File: src/rtl/stepidx_pkg.sv
package stepidx_pkg;
  localparam int IDX_W     = 5;
  localparam int POS_CNT   = 1 << IDX_W;
  localparam int QTR       = POS_CNT / 4;
  localparam int MAG_W     = 7;
  localparam int HOME_IDX  = QTR / 2;
  localparam int WINDINGS  = 2;

  typedef enum logic [1:0] {
    MODE_FULL    = 2'b00,
    MODE_HALF    = 2'b01,
    MODE_QUARTER = 2'b10,
    MODE_EIGHTH  = 2'b11
  } stepMode_e;

  typedef struct packed {
    logic      goHome;
    logic      advance;
    logic      forward;
    stepMode_e mode;
  } idxCmd_t;

  // magnitude of cos for k steps of 11.25 degrees, k in 0..8
  function automatic logic [MAG_W-1:0] foldMag(input logic [3:0] k);
    case (k)
      4'd0:    foldMag = 7'd100;
      4'd1:    foldMag = 7'd98;
      4'd2:    foldMag = 7'd92;
      4'd3:    foldMag = 7'd83;
      4'd4:    foldMag = 7'd71;
      4'd5:    foldMag = 7'd56;
      4'd6:    foldMag = 7'd38;
      4'd7:    foldMag = 7'd20;
      default: foldMag = 7'd0;
    endcase
  endfunction

  function automatic logic [MAG_W-1:0] cosMag(input logic [IDX_W-1:0] pos);
    logic [3:0] r;
    r = pos[3:0];
    cosMag = (r <= 4'd8) ? foldMag(r) : foldMag(4'd0 - r);
  endfunction

  function automatic logic cosNeg(input logic [IDX_W-1:0] pos);
    cosNeg = (pos > IDX_W'(QTR)) && (pos < IDX_W'(3 * QTR));
  endfunction
endpackage

File: src/rtl/stepidx_control.sv
module stepidx_control
  import stepidx_pkg::*;
#(
  parameter int SYNC_STAGES = 2
) (
  input  logic        clk,
  input  logic        sysRstN,
  input  logic        stepIn,
  input  logic        dirIn,
  input  logic [1:0]  modeSel,
  input  logic        holdN,
  input  logic        enableN,
  input  logic        sleepReq,
  input  logic        lockoutReset,
  output idxCmd_t     cmd,
  output logic        bridgeEn
);
  // synchronizer stages followed by one history flop for edge detection
  logic [SYNC_STAGES:0] syncQ;
  logic stepRise;

  always_ff @(posedge clk or negedge sysRstN) begin
    if (!sysRstN) syncQ <= '0;
    else          syncQ <= {syncQ[SYNC_STAGES-1:0], stepIn};
  end

  assign stepRise = syncQ[SYNC_STAGES-1] & ~syncQ[SYNC_STAGES];

  always_comb begin
    cmd.goHome  = ~holdN | sleepReq | lockoutReset;
    cmd.advance = stepRise & ~cmd.goHome;
    cmd.forward = dirIn;
    cmd.mode    = stepMode_e'(modeSel);
  end

  always_ff @(posedge clk or negedge sysRstN) begin
    if (!sysRstN) bridgeEn <= 1'b0;
    else          bridgeEn <= holdN & ~enableN & ~sleepReq;
  end
endmodule

File: src/rtl/stepidx_datapath.sv
module stepidx_datapath
  import stepidx_pkg::*;
(
  input  logic                              clk,
  input  logic                              sysRstN,
  input  idxCmd_t                           cmd,
  output logic [WINDINGS-1:0][MAG_W-1:0]    magOut,
  output logic [WINDINGS-1:0]               signOut,
  output logic [WINDINGS-1:0]               fallOut
);
  logic [IDX_W-1:0] idxQ;
  logic [IDX_W-1:0] stride, offset, rel, rem, delta, nextIdx;

  always_comb begin
    case (cmd.mode)
      MODE_FULL:    begin stride = IDX_W'(QTR);     offset = IDX_W'(HOME_IDX); end
      MODE_HALF:    begin stride = IDX_W'(QTR / 2); offset = '0; end
      MODE_QUARTER: begin stride = IDX_W'(QTR / 4); offset = '0; end
      default:      begin stride = IDX_W'(1);       offset = '0; end
    endcase
    rel = idxQ - offset;
    rem = rel & (stride - IDX_W'(1));
    if (cmd.forward) delta = stride - rem;
    else             delta = (rem == '0) ? stride : rem;
    nextIdx = cmd.forward ? idxQ + delta : idxQ - delta;
  end

  always_ff @(posedge clk or negedge sysRstN) begin
    if (!sysRstN)         idxQ <= IDX_W'(HOME_IDX);
    else if (cmd.goHome)  idxQ <= IDX_W'(HOME_IDX);
    else if (cmd.advance) idxQ <= nextIdx;
  end

  // winding w lags winding A by w quarter turns (sin = cos shifted)
  for (genvar w = 0; w < WINDINGS; w++) begin : g_wind
    logic [IDX_W-1:0] curPos, nxtPos;
    logic [MAG_W-1:0] curMag, nxtMag;

    assign curPos = idxQ - IDX_W'(w * QTR);
    assign nxtPos = nextIdx - IDX_W'(w * QTR);
    assign curMag = cosMag(curPos);
    assign nxtMag = cosMag(nxtPos);

    assign magOut[w]  = curMag;
    assign signOut[w] = cosNeg(curPos);

    always_ff @(posedge clk or negedge sysRstN) begin
      if (!sysRstN)         fallOut[w] <= 1'b0;
      else if (cmd.goHome)  fallOut[w] <= 1'b0;
      else if (cmd.advance) fallOut[w] <= (nxtMag < curMag);
    end
  end
endmodule

File: src/rtl/stepper_indexer.sv
module stepper_indexer
  import stepidx_pkg::*;
#(
  parameter int SYNC_STAGES = 2
) (
  input  logic             clk,
  input  logic             sysRstN,
  input  logic             stepIn,
  input  logic             dirIn,
  input  logic [1:0]       modeSel,
  input  logic             holdN,
  input  logic             enableN,
  input  logic             sleepReq,
  input  logic             lockoutReset,
  output logic [MAG_W-1:0] windAMag,
  output logic             windASign,
  output logic [MAG_W-1:0] windBMag,
  output logic             windBSign,
  output logic             windAFalling,
  output logic             windBFalling,
  output logic             bridgeEn
);
  idxCmd_t idxCmd;
  logic [WINDINGS-1:0][MAG_W-1:0] magVec;
  logic [WINDINGS-1:0]            signVec, fallVec;

  stepidx_control #(.SYNC_STAGES(SYNC_STAGES)) ctrl_i (
    .clk(clk), .sysRstN(sysRstN), .stepIn(stepIn), .dirIn(dirIn),
    .modeSel(modeSel), .holdN(holdN), .enableN(enableN),
    .sleepReq(sleepReq), .lockoutReset(lockoutReset),
    .cmd(idxCmd), .bridgeEn(bridgeEn)
  );

  stepidx_datapath dp_i (
    .clk(clk), .sysRstN(sysRstN), .cmd(idxCmd),
    .magOut(magVec), .signOut(signVec), .fallOut(fallVec)
  );

  assign windAMag     = magVec[0];
  assign windBMag     = magVec[1];
  assign windASign    = signVec[0];
  assign windBSign    = signVec[1];
  assign windAFalling = fallVec[0];
  assign windBFalling = fallVec[1];
endmodule

File: config.mk
export PLATFORM = sky130hd
export DESIGN_NAME = stepper_indexer
export DESIGN_NICKNAME = d
export VERILOG_FILES = /design/src/rtl/stepidx_pkg.sv /design/src/rtl/stepidx_control.sv /design/src/rtl/stepidx_datapath.sv /design/src/rtl/stepper_indexer.sv
export SDC_FILE = /design/constraint.sdc
export NUM_CORES = 1
export LEC_CHECK = 0
export BUFFER_PORTS_ARGS = -buffer_cell sky130_fd_sc_hd__buf_2
export CAP_MARGIN = 20
export CORE_MARGIN = 2
export CORE_UTILIZATION = 35
export CTS_CLUSTER_SIZE = 30
export DETAILED_ROUTE_END_ITERATION = 8
export GPL_TIMING_DRIVEN = 0
export PLACE_DENSITY = 0.63
export SYNTH_ARGS = -nofsm -noshare
export SYNTH_HDL_FRONTEND = slang
export SYNTH_SLANG_ARGS = --single-unit
File: constraint.sdc
create_clock -name clk -period 18.9 [get_ports clk]
set_clock_uncertainty 0.15 [all_clocks]
set_input_delay 3.78 -clock clk [delete_from_list [all_inputs] [get_ports clk]]
set_output_delay 3.78 -clock clk [all_outputs]
set_load 0.005 [all_outputs]
==> results of run 1 <==
-- per-layer routing --
metal,vias to the layer above,share of wire (%)
met2,101,46
met1,1072,47
li1,1117,-
met5,-,0
met3,12,6.8
met4,0,0.94
-- worst register-to-register path: cells and delay by family (launching register included) --
| kind | cells | cell delay (ns) |
|---|---|---|
| AO/OA/AOI/OAI | 7 | 1.52 |
| multiplexers | 2 | 0.68 |
| AND/OR/NAND/NOR | 4 | 0.54 |
| adder cells (fa/ha/maj) | 7 | 2.48 |
| buffers and inverters | 6 | 1.23 |
| flip-flops | 1 | 0.56 |
-- final cells by class --
cell class | count | area [um2]
multi-input combinational | 241 | 1817
buffer | 14 | 58.81
timing repair buffer | 28 | 140.1
tap | 77 | 96.34
inverter | 32 | 120.1
sequential | 11 | 276.5
clock buffer | 4 | 45.04
fill | 657 | 3760
-- logic make-up after synthesis --
kind of cell	count (synthesis)
multiplexers	11
XOR/XNOR	11
AND/OR/NAND/NOR	91
adder cells (fa/ha/maj)	42
AO/OA/AOI/OAI	86
buffers and inverters	46
flip-flops	11
-- stage by stage --
step / setup WS, ns / hold WS [ns] / cells / utilization (%)
floorplan: 9.510 / 0.1812 / 298 / -
global placement: 8.656 / 0.1835 / 403 / 39.73
detailed placement: 8.606 / 0.2148 / 403 / 39.73
CTS: 8.853 / 0.2261 / 407 / 40.45
global route: 8.376 / 0.2251 / 407 / 40.45
finish: 8.788 / 0.2183 / 407 / 40.45
-- worst max path at each step --
stage	end	cells past startpoint
6_report	dp_i.fallOut[1]	27
5_1_grt	dp_i.fallOut[0]	26
4_1_cts	dp_i.fallOut[0]	26
3_5_place_dp	dp_i.fallOut[0]	26
3_3_place_gp	dp_i.fallOut[0]	26
2_1_floorplan	dp_i.fallOut[1]	26
-- cells in the final DEF, fill, tap and decap left out, types with 6 or more instances in the layout --
| master | count |
|---|---|
| clkbuf_1 | 9 |
| a21o_1 | 7 |
| buf_2 | 33 |
| o21ai_0 | 18 |
| inv_1 | 30 |
| ha_1 | 41 |
| nand2_1 | 32 |
| dfrtp_1 | 10 |
| nor2_1 | 32 |
| a21oi_1 | 19 |
| xnor2_1 | 6 |
| nand4_1 | 6 |
-- registers in the layout, summed over array words and instances, names as in the netlist --
name             flops
ctrl_i.syncQ         3
dp_i.fallOut         2
dp_i.idxQ            5
ctrl_i.bridgeEn      1
-- power by group --
group / internal [mW] / switching [mW] / leakage (nW)
registers: 0.0245 / 0.000642 / 0.142
logic: 0.0365 / 0.0525 / 1.10
clock network: 0.0148 / 0.00874 / 0.0228
==> flow_summary.yaml, run 1 <==
global_routing:
  gr-usage-met1_pct: 25.28
  grt-busiest-layer: "met2"
  grt_remaining_overflow: 0
  grt_pass1_vias: 2166
  antenna_found_initial: 0
  met2_usage_pct: 28.42
  track_usage_pct: 17.54
  gr-usage-met3_pct: 2.458
  grt_pass1_wl_mm: 10.42
  grt_max_degree: 12
drt:
  first_pass_iters: 5
  vias: 2302
  drc: 0
  wl_mm: 6.053
  vias_per_cell: 5.656
  wire_per_inst_um: 14.87
  drtIter0Drc: 143
  ant_nets: 0
critical_path:
  critPathTopFamily: "adder cells"
  cp-startpoint: "modeSel[0]"
  path_common_cell: "ha_1"
  critical_path_buf_inv_count: 6
  r2r.worst_path.cells: 26
  crit_type: "in -> reg"
  rr_startpoint: "dp_i.idxQ[2]"
  startpoint_type: "input port"
  r2r_end: "dp_i.fallOut[1]"
  crit_required_ns: 18.92
  cp_max_fo: 9
  critical_path_arrival_ns: 10.13
  cp-end-kind: "flop"
  cpPeakStageDelay_ns: 0.64
  slowest_stage: "fa_1"
  r2r_setup_slack_ns: 11.67
yosys:
  synth_edf_count: 0
  yosys-top-cells-count: "ha_1, nand2_1, nor2_1"
  seq_area_frac_synth_pct: 12.17
  yosys-top-cells-area: "ha_1, dfrtp_1, nand2_1"
  yosys.area_share.simple_pct: 18.34
  synth_nets: 350
  synth_cell_types: 61
  synth_top_cell_by_area: "ha_1"
  synth_compound_area_share_pct: 27.31
  syn-mean-instance-area_um2: 7.625
  yosysMostFrequentCell: "ha_1"
  syn-cell-area_um2: 2272
  synth-main-ff-cell: "dfrtp_1"
  yosys.area_share.adder_pct: 23.46
  ys_seq_elements: 11
  synth_mux_area_share_pct: 5.286
  async_flop_share_pct: 100.0
  synth_top_family_by_area: "compound AO/OA/AOI/OAI gates"
  synthXorXnorAreaFrac_pct: 5.562
  synthDominantCellAreaShare_pct: 22.58
  synth_warnings: 0
  syn_inst: 298
power:
  power_mw: 0.1377
  worst_ir_drop_vdd_mv: 0.04135
  leakage_nw: 1.266
  power_density_nw_per_um2: 53.93
clocking:
  root_buffer: "clkbuf_8"
  post_cts_resized: 0
  clock-sinks: 11
  numCtsBuffers: 3
  cts.hold.buffers_added: 0
  tritoncts: "built"
  postCtsSetupRepairBufs: 0
  htreeDepth: 1
  ctsLongestPathBuffers: 2
  clkLatencyLatePin_ns: 0.24
  path_clk_slew_ns: 0.05
layout:
  num-nets-final: 383
  syn2layout_area_growth_pct: 12.39
  drive_above_1_share_pct: 16.67
  stdcell_area_um2: 2554
  diodes: 0
die:
  dieArea_um2: 7152
  start_util_pct: 35.99
  num_io_pins: 29
  die_w_um: 84.57
  fp.coreArea_um2: 6314
  rows: 29
  die_y_um: 84.57
worst_hold_path:
  hold_path.class: "reg -> reg"
  whs_path_depth: 0
  worstHoldEndpoint: "ctrl_i.syncQ[1]"
  hold_start: "ctrl_i.syncQ[0]"
sta:
  slew_violations: 0
  finalSetupViolCount: 0
  hold_viol_final: 0
  worst_pin_slew_ns: 0.8052
  rsz0062_at_grt: "false"
  relSlewSlack_pct: 45.90
  fin_crit_sh_pct: 53.50
  tns_ns: 0
  fmax_mhz: 98.89
  period_needed_ns: 10.11
outcome:
  status: "complete, no violations"
placement:
  dp_hpwl_mm: 4.858
  port_buffers: 28
  dpl_cell_area_um2: 2509
  gp_congestion: 0.8840
flow_run:
  timing.max_cap.violations: 0
Power figures use the tool's default switching activity.
==> run 2: changes to the inputs <==
PLACE_DENSITY = 0.65   (was 0.63)
clock period = 9.1 ns   (was 18.9 ns; I/O delays follow)
==> flow_summary.yaml, run 2 (synthesized netlist as in run 1, its figures left out) <==
outcome:
  status: "complete, no violations"
critical_path:
  r2r_setup_slack_ns: 1.79
  crit_required_ns: 9.11
  startpoint_type: "input port"
  critical_path_arrival_ns: 8.20
  cp_max_fo: 9
  rr_startpoint: "dp_i.idxQ[2]"
  cp-end-kind: "flop"
  r2r_end: "dp_i.fallOut[0]"
  r2r.worst_path.cells: 25
  crit_type: "in -> reg"
  cp-startpoint: "modeSel[0]"
power:
  seq_power_share_pct: 18.3
  power.share.switching_pct: 44.72
  p_int_mw: 0.1576
  p_sw_mw: 0.1275
  combPwrFrac_pct: 64.7
  power_mw: 0.2851
  leakage_nw: 1.266
  p_clk_share_pct: 17.0
  worst_ir_drop_vdd_mv: 0.08000
  power_density_nw_per_um2: 111.6
layout:
  num-nets-final: 383
  stdcell_area_um2: 2554
  final_common_cell: "ha_1"
  drive_above_1_share_pct: 16.67
  largest_reg_flops: 5
  nFillCells: 671
  syn2layout_area_growth_pct: 12.39
  max_flop_register: "dp_i.idxQ"
  diodes: 0
  largestRegisters: "dp_i.idxQ x5, ctrl_i.syncQ x3, dp_i.fallOut x2"
  layout.cells.non_filler: 407
  final_cell_mix: "ha_1, buf_2, nand2_1, nor2_1, inv_1"
die:
  num_io_pins: 29
  start_util_pct: 35.99
  die_y_um: 84.57
  fp.coreArea_um2: 6314
  die_w_um: 84.57
  dieArea_um2: 7152
  rows: 29
sta:
  fin_crit_sh_pct: 90.07
  slew_violations: 0
  worst_slack_ns: 0.9039
  rsz0062_at_grt: "false"
  fmax_mhz: 122.0
  worst_pin_slew_ns: 0.8516
  tns_ns: 0
  relSlewSlack_pct: 42.79
  finalSetupViolCount: 0
  period_needed_ns: 8.196
  hold_viol_final: 0
drt:
  wire_per_inst_um: 14.57
  ant_nets: 0
  drtIter0Drc: 150
  wl_mm: 5.932
  vias_per_cell: 5.479
  first_pass_iters: 4
  drc: 0
  vias: 2230
clocking:
  numCtsBuffers: 3
  tritoncts: "built"
  clkLatencyLatePin_ns: 0.24
  clock-sinks: 11
  ctsLongestPathBuffers: 2
  post_cts_resized: 0
  path_clk_slew_ns: 0.05
  postCtsSetupRepairBufs: 0
  cts.hold.buffers_added: 0
  root_buffer: "clkbuf_8"
  htreeDepth: 1
global_routing:
  track_usage_pct: 16.75
  antenna_found_initial: 0
  grt_remaining_overflow: 0
  grt_pass1_vias: 2041
  grt_max_degree: 12
  grt_pass1_wl_mm: 9.942
worst_hold_path:
  worstHoldEndpoint: "ctrl_i.syncQ[1]"
  hold_start: "ctrl_i.syncQ[0]"
  hold_path.class: "reg -> reg"
  whs_path_depth: 0
placement:
  dpl_cell_area_um2: 2509
  dp_slack_ns: 0.7096
  port_buffers: 28
  dp.cells: 403
  dp_hpwl_mm: 4.804
  gp_congestion: 0.8677
flow_run:
  timing.max_cap.violations: 0
[run 2: worst max path at each step]
stage | slack [ns] | end
2_1_floorplan | 1.67 | dp_i.fallOut[1]
3_5_place_dp | 0.71 | dp_i.fallOut[0]
4_1_cts | 0.94 | dp_i.fallOut[0]
3_3_place_gp | 0.77 | dp_i.fallOut[0]
6_report | 0.90 | dp_i.fallOut[0]
5_1_grt | 0.43 | dp_i.fallOut[0]
[run 2: power by group through the flow]
stage / Combinational (mW) / Sequential, mW / Clock [mW]
floorplan: 0.139 / 0.0526 / 0
global placement: 0.179 / 0.0528 / 0
detailed placement: 0.181 / 0.0530 / 0
CTS: 0.182 / 0.0522 / 0.0493
global route: 0.207 / 0.0523 / 0.0528
finish: 0.184 / 0.0522 / 0.0485
[run 2: cell type report]
class,instances,area [um2],share of cell area (%)
inverters,32,120.1,4.704
plain buffers,14,58.81,2.303
well taps,77,96.34,3.773
flip-flops and latches,11,276.5,10.83
clock buffers,4,45.04,1.764
multi-input cells,241,1817,71.14
repair buffers,28,140.1,5.487
[run 2: layer usage]
metal,up-vias,track usage [%],wire [um]
met4,0,0.4329,5
met2,52,27.77,2715
met1,1058,24.84,2974
met3,2,1.770,236
li1,1118,-,-
met5,-,0,0
[run 2: worst max-delay path, stage by stage]
cell and delay, ns:
buf_2 0.10, inv_1 0.08, ha_1 0.26, ha_1 0.30
ha_1 0.31, inv_1 0.07, a2111oi_4 0.40, a31oi_1 0.22
a21o_1 0.22, ha_1 0.27, mux2_2 0.29, fa_1 0.63
inv_1 0.28, ha_1 0.37, inv_1 0.08, ha_1 0.27
clkbuf_1 0.31, mux2_2 0.24, nor2_1 0.04, a221oi_1 0.33
ha_1 0.32, a21o_1 0.18, a21o_1 0.17, a211oi_1 0.37
nand4_1 0.12, o21ai_0 0.15
[run 2: metrics by stage]
step | utilization (%) | hold WS, ns
2_1_floorplan | - | 0.1812
3_3_place_gp | 39.73 | 0.1841
3_5_place_dp | 39.73 | 0.1903
4_1_cts | 40.45 | 0.2017
5_1_grt | 40.45 | 0.2041
6_report | 40.45 | 0.1997
